<file path="src/rtl/pcu_pkg.sv">
package pcu_pkg;

    typedef enum logic [2:0] {
        CMD_NONE,
        CMD_STEP,
        CMD_LOAD,
        CMD_ADD,
        CMD_RET,
        CMD_CALL
    } pcu_cmd_e;

    // Only one command acts per cycle; call wins, step loses.
    function automatic pcu_cmd_e pick_cmd(input logic call_s, input logic ret_s,
                                          input logic add_s, input logic load_s,
                                          input logic step_s);
        pcu_cmd_e c;
        if (call_s)      c = CMD_CALL;
        else if (ret_s)  c = CMD_RET;
        else if (add_s)  c = CMD_ADD;
        else if (load_s) c = CMD_LOAD;
        else if (step_s) c = CMD_STEP;
        else             c = CMD_NONE;
        return c;
    endfunction

endpackage

</file>
<file path="src/rtl/pcu_stack.sv">
module pcu_stack #(
    parameter int ADDR_W = 16,
    parameter int DEPTH  = 8
) (
    input  logic              clk,
    input  logic              rst_n,
    input  logic              push_i,
    input  logic              pop_i,
    input  logic [ADDR_W-1:0] wdata_i,
    output logic [ADDR_W-1:0] top_o,
    output logic              empty_o,
    output logic              full_o,
    output logic              dropped_o
);
    localparam int CNT_W = $clog2(DEPTH + 1);
    localparam int IDX_W = $clog2(DEPTH);

    typedef struct packed {
        logic [DEPTH-1:0][ADDR_W-1:0] mem;
        logic [CNT_W-1:0]             cnt;
    } stk_t;

    stk_t st_d, st_q;
    logic [IDX_W-1:0] top_idx;
    logic [IDX_W-1:0] wr_idx;

    assign empty_o   = (st_q.cnt == '0);
    assign full_o    = (st_q.cnt == CNT_W'(DEPTH));
    assign top_idx   = IDX_W'(st_q.cnt - CNT_W'(1));
    assign wr_idx    = IDX_W'(st_q.cnt);
    assign top_o     = empty_o ? '0 : st_q.mem[top_idx];
    assign dropped_o = push_i && full_o;

    always_comb begin
        st_d = st_q;
        if (push_i && !full_o) begin
            st_d.mem[wr_idx] = wdata_i;
            st_d.cnt         = st_q.cnt + CNT_W'(1);
        end else if (pop_i && !empty_o) begin
            st_d.cnt         = st_q.cnt - CNT_W'(1);
        end
    end

    always_ff @(posedge clk or negedge rst_n) begin
        if (!rst_n) st_q <= '0;
        else        st_q <= st_d;
    end

    // occupancy never exceeds the depth
    p_cnt_bound_r7: assert property (@(posedge clk) disable iff (!rst_n)
        st_q.cnt <= CNT_W'(DEPTH));

    // a push onto a full stack changes nothing stored
    p_full_keep_r8: assert property (@(posedge clk) disable iff (!rst_n)
        (push_i && full_o) |=> ($stable(st_q.cnt) && $stable(st_q.mem)));

    // an accepted push becomes the new top
    p_push_top_r3: assert property (@(posedge clk) disable iff (!rst_n)
        (push_i && !full_o) |=> (top_o == $past(wdata_i)));

    // never a push and a pop in the same cycle
    p_one_op_r10: assert property (@(posedge clk) disable iff (!rst_n)
        $onehot0({push_i, pop_i}));

endmodule

</file>
<file path="src/rtl/pcu_nextpc.sv">
module pcu_nextpc
    import pcu_pkg::*;
#(
    parameter int PC_W  = 16,
    parameter int LOW_W = 8
) (
    input  pcu_cmd_e          cmd_i,
    input  logic [PC_W-1:0]   pc_i,
    input  logic [LOW_W-1:0]  wreg_i,
    input  logic [PC_W-1:0]   tgt_i,
    input  logic [LOW_W-1:0]  lit_i,
    input  logic [LOW_W-1:0]  wval_i,
    input  logic [PC_W-1:0]   stk_top_i,
    input  logic              stk_empty_i,
    output logic [PC_W-1:0]   pc_next_o,
    output logic [LOW_W-1:0]  wreg_next_o,
    output logic [PC_W-1:0]   ret_addr_o,
    output logic              push_o,
    output logic              pop_o
);
    localparam logic [PC_W-1:0]  EVEN_PC  = ~PC_W'(1);
    localparam logic [LOW_W-1:0] EVEN_LOW = ~LOW_W'(1);

    logic [LOW_W-1:0] low_sum;
    logic [PC_W-1:0]  pc_add;

    assign ret_addr_o = pc_i + PC_W'(2);
    assign low_sum    = (pc_i[LOW_W-1:0] + wreg_i) & EVEN_LOW;
    assign pc_add     = {pc_i[PC_W-1:LOW_W], low_sum};

    always_comb begin
        pc_next_o   = pc_i;
        wreg_next_o = wreg_i;
        push_o      = 1'b0;
        pop_o       = 1'b0;
        unique case (cmd_i)
            CMD_STEP: pc_next_o = ret_addr_o;
            CMD_LOAD: wreg_next_o = wval_i;
            CMD_ADD:  pc_next_o = pc_add;
            CMD_RET: begin
                wreg_next_o = lit_i;
                pop_o       = !stk_empty_i;
                pc_next_o   = stk_empty_i ? ret_addr_o : (stk_top_i & EVEN_PC);
            end
            CMD_CALL: begin
                push_o    = 1'b1;
                pc_next_o = tgt_i & EVEN_PC;
            end
            default: ;
        endcase
    end

endmodule

</file>
<file path="src/rtl/pcu_core.sv">
module pcu_core
    import pcu_pkg::*;
#(
    parameter int PC_W      = 16,
    parameter int STK_DEPTH = 8
) (
    input  logic            clk,
    input  logic            rst_n,
    input  logic            step_i,
    input  logic            call_i,
    input  logic [PC_W-1:0] call_tgt_i,
    input  logic            ret_i,
    input  logic [7:0]      lit_i,
    input  logic            add_i,
    input  logic            load_i,
    input  logic [7:0]      wval_i,
    output logic [PC_W-1:0] pc_o,
    output logic [7:0]      wreg_o,
    output logic            ovf_o
);
    localparam int LOW_W = 8;

    typedef struct packed {
        logic [PC_W-1:0]  pc;
        logic [LOW_W-1:0] wreg;
        logic             ovf;
    } core_t;

    core_t    st_d, st_q;
    pcu_cmd_e cmd;
    logic [PC_W-1:0]  pc_next, ret_addr, stk_top;
    logic [LOW_W-1:0] wreg_next;
    logic push, pop, stk_empty, stk_full, dropped;

    assign cmd = pick_cmd(call_i, ret_i, add_i, load_i, step_i);

    pcu_nextpc #(.PC_W(PC_W), .LOW_W(LOW_W)) u_nextpc (
        .cmd_i      (cmd),
        .pc_i       (st_q.pc),
        .wreg_i     (st_q.wreg),
        .tgt_i      (call_tgt_i),
        .lit_i      (lit_i),
        .wval_i     (wval_i),
        .stk_top_i  (stk_top),
        .stk_empty_i(stk_empty),
        .pc_next_o  (pc_next),
        .wreg_next_o(wreg_next),
        .ret_addr_o (ret_addr),
        .push_o     (push),
        .pop_o      (pop)
    );

    pcu_stack #(.ADDR_W(PC_W), .DEPTH(STK_DEPTH)) u_stack (
        .clk      (clk),
        .rst_n    (rst_n),
        .push_i   (push),
        .pop_i    (pop),
        .wdata_i  (ret_addr),
        .top_o    (stk_top),
        .empty_o  (stk_empty),
        .full_o   (stk_full),
        .dropped_o(dropped)
    );

    always_comb begin
        st_d      = st_q;
        st_d.pc   = pc_next;
        st_d.wreg = wreg_next;
        st_d.ovf  = st_q.ovf | dropped;
    end

    always_ff @(posedge clk or negedge rst_n) begin
        if (!rst_n) st_q <= '0;
        else        st_q <= st_d;
    end

    assign pc_o   = st_q.pc;
    assign wreg_o = st_q.wreg;
    assign ovf_o  = st_q.ovf;

    // step advances by one word
    p_step_r2: assert property (@(posedge clk) disable iff (!rst_n)
        (cmd == CMD_STEP) |=> (pc_o == $past(pc_o) + PC_W'(2)));

    // add keeps the upper address bits
    p_add_upper_r5: assert property (@(posedge clk) disable iff (!rst_n)
        (cmd == CMD_ADD) |=> (pc_o[PC_W-1:LOW_W] == $past(pc_o[PC_W-1:LOW_W])));

    // add result lands on an even byte
    p_add_even_r6: assert property (@(posedge clk) disable iff (!rst_n)
        (cmd == CMD_ADD) |=> (pc_o[0] == 1'b0));

    // return writes the literal
    p_ret_lit_r4: assert property (@(posedge clk) disable iff (!rst_n)
        (cmd == CMD_RET) |=> (wreg_o == $past(lit_i)));

    // load leaves the address alone
    p_load_pc_r11: assert property (@(posedge clk) disable iff (!rst_n)
        (cmd == CMD_LOAD) |=> $stable(pc_o));

    // overflow is sticky
    p_ovf_sticky_r12: assert property (@(posedge clk) disable iff (!rst_n)
        ovf_o |=> ovf_o);

    // overflow rises only after a call on a full stack
    p_ovf_cause_r8: assert property (@(posedge clk) disable iff (!rst_n)
        $rose(ovf_o) |-> $past(call_i && stk_full));

endmodule

</file>
<file path="config.mk">
export PLATFORM = sky130hd
export DESIGN_NAME = pcu_core
export DESIGN_NICKNAME = d
export VERILOG_FILES = /design/src/rtl/pcu_pkg.sv /design/src/rtl/pcu_stack.sv /design/src/rtl/pcu_nextpc.sv /design/src/rtl/pcu_core.sv
export SDC_FILE = /design/constraint.sdc
export NUM_CORES = 1
export LEC_CHECK = 0
export BUFFER_PORTS_ARGS = -buffer_cell sky130_fd_sc_hd__buf_2
export CAP_MARGIN = 5
export CORE_ASPECT_RATIO = 0.6
export CORE_MARGIN = 2
export CORE_UTILIZATION = 32
export DETAILED_ROUTE_END_ITERATION = 16
export HOLD_SLACK_MARGIN = 0.08
export PLACE_DENSITY = 0.55
export SLEW_MARGIN = 20
export SYNTH_ARGS = -nofsm -noshare
export SYNTH_HDL_FRONTEND = slang
export SYNTH_HIERARCHICAL = 1
export SYNTH_SLANG_ARGS = --single-unit
</file>
<file path="constraint.sdc">
create_clock -name clk -period 3.4 [get_ports clk]
set_input_delay 0.17 -clock clk [delete_from_list [all_inputs] [get_ports clk]]
set_output_delay 0.17 -clock clk [all_outputs]
set_load 0.03 [all_outputs]
</file>
# After elaboration in Yosys (flattened, before gate mapping)
# Cells that the tools add are included.
# word_totals
inputBits,39
elab_cells,57
regBits,157
out_inout_bits,25
# classes
eq_ne,6
mux,17
bitwise_logic,2
add_sub_neg,4
n_lt_le_gt_ge,3
reduce_logical,12
# ops
op,n
$bwmux W128,1
$pmux W16 S4,1
$bmux W16 S3,1
$demux W16 S3,1
$mux W16,3
$add A16 B2 Y16 const B,1
$pmux W8 S2,1
$add A8 B8 Y8,1
$lt A3 B4 Y1 const B,2
$mux W4,2
$eq A3 B2 Y1 const B,2
$eq A3 B3 Y1 const B,2
$mux W3,2
$add A4 B1 Y4 const B,1
$eq A4 B4 Y1 const B,1
$logic_and A1 B1 Y1,4
$logic_not A4 Y1,1
$mux W2,2
$reduce_bool A2 Y1,2
$reduce_bool A4 Y1,1
$sub A4 B1 Y4 const B,1
$eq A3 B1 Y1 const B,1
$ge A3 B1 Y1 const B,1
$mux W1,3
5 further kinds,6

# Logic depth before layout (Yosys ltp)
# depth
ltp_word,10
ltp_mapped,15
mapped_depth_nobuf,11

# Cells and area by module
# Netlist, hierarchy kept.
# modules_own_cells
module,area_each_um2,cells_each,seq_area_each_um2,n_inst
pcu_stack,6227.2,421,3303.2,1
pcu_nextpc,1257.5,192,0.0,1
pcu_core,665.6,32,625.6,1

# Worst setup path after synthesis
# Ideal clock, no wire load.
# synth_path
path_kind,flip-flop to flip-flop
start,register u_stack/st_q[0] (netlist name)
end,"register st_q, in the netlist pc_o[3]"
required_time_ps,3281
synth_period_minus_slack_ps,2780
path_stages_with_launch,14
setup_ps,119
path_buffers,4
path_slack_ps,620
arrival_ps,2662
path_cell_list,dfrtp_1 buf_6 buf_2 inv_1 ha_1 buf_2 clkbuf_1 mux4_2 inv_1 o22ai_1 inv_1 o21ai_0 a221o_1 o21a_1
# synth_via
elab_chain_len,5
elab_cells_between_ends,6
cone_classes,add/sub (1); mux (4); reduce/logical (1)
# synth_rtl
element,line_no,source
"start, declared",pcu_stack.sv:23,"stk_t st_d, st_q;"
"start signal, assigned",pcu_stack.sv:46,else st_q <= st_d;
$sub A4 B1 Y4,pcu_stack.sv:29,assign top_idx = IDX_W'(st_q.cnt - CNT_W'(1));
$bmux W16 S3,pcu_stack.sv:31,assign top_o = empty_o ? '0 : st_q.mem[top_idx];
$mux W16 (not written as such),pcu_stack.sv:31,
named net stk_top[3],pcu_core.sv:31,"logic [PC_W-1:0] pc_next, ret_addr, stk_top;"
$mux W16,pcu_nextpc.sv:43,pc_next_o = stk_empty_i ? ret_addr_o : (stk_top_i & EVEN_PC);
$pmux W16 S4,pcu_nextpc.sv:36,unique case (cmd_i)
named net pc_next[3],pcu_core.sv:31,
"end signal, assigned",pcu_core.sv:74,else st_q <= st_d;
"end, declared",pcu_core.sv:29,"core_t st_d, st_q;"
# The timed path passes the listed nets, and every way through them passes these cells. The select of a mux whose other input is x is not followed.
# A chain may end at the register's enable or synchronous reset.

# Final worst setup path
# layout_path
start,register u_stack/st_q[1] (netlist name)
end,"register st_q, in the netlist pc_o[7]"
# layout_via
elab_cells_between_ends,6
cone_classes,add/sub (1); mux (4); reduce/logical (1)
# layout_rtl
element,line_no,source
$logic_not A4 Y1,pcu_stack.sv:27,assign empty_o = (st_q.cnt == '0);
named net stk_empty,pcu_core.sv:33,"logic push, pop, stk_empty, stk_full, dropped;"
$mux W16,pcu_nextpc.sv:43,
$pmux W16 S4,pcu_nextpc.sv:36,
named net pc_next[7],pcu_core.sv:31,
# The timed path passes the listed nets, and every way through them passes these cells. The select of a mux whose other input is x is not followed.

==> impl_results.md <==
- HP Class: in -> reg
- Power Dens Cells: 994 mW/mm2
- I/O pin count: 64
- CP top delay family: compound AO/OA/AOI/OAI gates
- Clk_lat worst skew: 0.44 ns
- Fin. Hold Viols: 0
- Vias: 5,442
- Syn Inst Count: 623
- Total power draw: 9.35 mW
- Setup TNS: 0 ns
- # H-tree levels: 4
- RSZ-0062 raised after global routing: no
- Worst Setup End Kind: register
- Measured slew at the worst slew-check pin: 0.856 ns
- Post-CTS Resized: 0
- WL per Instance: 19.6 um
- GR Overflow Total: 0
- Critical path type: reg -> reg
- CTS clk-pin slew, worst paths: 0.06 ns
- Worst EP required: 3.76 ns
- Reg2reg path depth: 9
- Post-synth net total: 673
- Min-Delay Path Depth: 3
- RR Startpoint: u_stack/st_q[1]
- Num rows: 44
- Initial core utilization: 0.324
- Mean Syn Cell Area: 12.5 um2
- Max cap viols: 0
- Setup bufs post-CTS: 0
- Layout cells sized above 1: 0.402
- CTS max path bufs: 2
- Largest net degree at the start of global routing: 71
- Worst vdd ir: 0.424 mV
- Clock Sinks: 149
- Initial DRC Count: 306
- Critical R2R Capture: pc_o[7]
- Inserted Diodes: 0
- Crit-path cells: inv_1 > ha_1 > nand2b_1 > nor2_1 > buf_4 > a31o_2 > a22o_1 > o21ai_1 > a2bb2oi_1
- Tmin final: 2.66 ns
- Initial antenna violation count: 0
- Fillers: 2,313
- Post-route clock period utilization: 0.783
- Vias per cell: 5.15
- HP Start: call_tgt_i[15]
- Core area: 0.0241 mm2
- Area growth syn-to-layout: 20.7%
- Vias in the first global route: 5,475
- CP startpoint: u_stack/st_q[1]
- DRT Pass-1 Iters: 5
- Area of the multi-input gates: 0.00368 mm2
- Final setup skew: 0.00842 ns
- Number of port buffers: 62
- Synth warnings: 6
- Max-slew violation count: 0
- Arr. time, crit path: 3.02 ns
- Hold Path End: pc_o[15]
- TritonCTS clock tree: yes
- Max-slew headroom: 0.429
- Startpoint types: register
- Post-route DRC violation count: 0
- Reg2reg setup slack: 0.74 ns
- Die W: 205 um
- CP max stage cell: a31o_2
- Detailed-route wire length: 20,700 um
- Register area: 0.00373 mm2
- Inst Count DP: 1,000
- First-pass GRT wire length: 32,600 um
- Layout Cells excl Fill: 1,056
- Hpwl dp: 13,600 um
- Endpoints failing setup: 0
- Synth Cell Area: 0.00779 mm2
- Die H: 125 um
- Fmax: 0.376 GHz
- ANT nets after route: 0
- Pleak: 4.16 nW
- Status: finished, final reports clean
- GP Congestion: 0.761
- Final hold slack: 0.135 ns
- CP max FO: 14
- Critical path buffer and inverter count: 2
- Total die area: 0.0257 mm2
- Critical path's largest stage delay: 0.46 ns
- Final nets: 771
- Tot GR Track Use: 0.171
- Clk root buf: clkbuf_16
- Post-layout instance area: 0.00941 mm2
- Post-DP Area: 0.00851 mm2
- TritonCTS Buffers: 17
==> layout by cell type, fill, tap and decap left out, types with 5 or more instances in the layout <==
cell type and instances:
inv_1 41, nand2b_1 9, nand3_1 6, nand2_1 34
xnor2_1 13, a21oi_1 16, o22ai_1 15, clkbuf_16 17
a22oi_1 11, ha_1 10, dlygate4sd3_1 24, nor2b_1 5
buf_2 61, nand4_1 7, mux4_2 30, xor2_1 5
mux2_2 121, o21ai_0 23, a222oi_1 6, buf_4 30
dfrtp_1 148, nor2_1 19, bufinv_16 5
==> power breakdown <==
part | internal [mW] | total, mW | switching [mW]
combinational | 2.03 | 4.11 | 2.08
clock | 1.34 | 2.11 | 0.772
sequential | 2.57 | 3.12 | 0.557
==> area by class of cell <==
class | instances | share of cell area
flip-flops and latches | 149 | 0.396
multi-input cells | 396 | 0.391
repair buffers | 116 | 0.0831
clock buffers | 20 | 0.0485
well taps | 322 | 0.0428
clock inverters | 12 | 0.0214
inverters | 41 | 0.0164
==> how the worst max path moves through the flow <==
stage	slack (ns)	depth (start not counted)	end
final	0.74	9	pc_o[7]
after global routing	0.57	9	pc_o[7]
after CTS	0.75	9	pc_o[7]
after detailed placement	0.73	9	u_stack/st_q[70]
after global placement	0.78	9	pc_o[7]
after floorplan	0.65	13	pc_o[3]
==> layer usage <==
layer	global-route usage	vias up	part of all wire
met4	0.0537	0	0.012
li1	-	2485	-
met2	0.229	166	0.42
met5	0	-	0
met3	0.0510	21	0.067
met1	0.259	2770	0.50
==> worst min-delay path, delay by kind of cell <==
kind | cells | cell delay [ns]
AO/OA/AOI/OAI | 2 | 0.25
buffers and inverters | 1 | 0.13
==> what timing repair did <==
action,CTS,global route
endpoints found under the setup margin,0,0
hold buffers,24,0
endpoints found under the hold margin,82,0
==> metrics by stage <==
| stage | utilization | setup WS [ns] |
|---|---|---|
| 3_3_place_gp | 0.354 | 0.780 |
| 6_report | 0.391 | 0.738 |
| 2_1_floorplan | - | 0.649 |
| 3_5_place_dp | 0.354 | 0.734 |
| 5_1_grt | 0.391 | 0.568 |
| 4_1_cts | 0.391 | 0.755 |
==> sequential cells by signal (all words and copies together), names as in the netlist <==
register and count:
u_stack/st_q 124, pc_o 16, ovf_o 1, wreg_o 8
No activity file was read; power rests on OpenSTA's default activity.
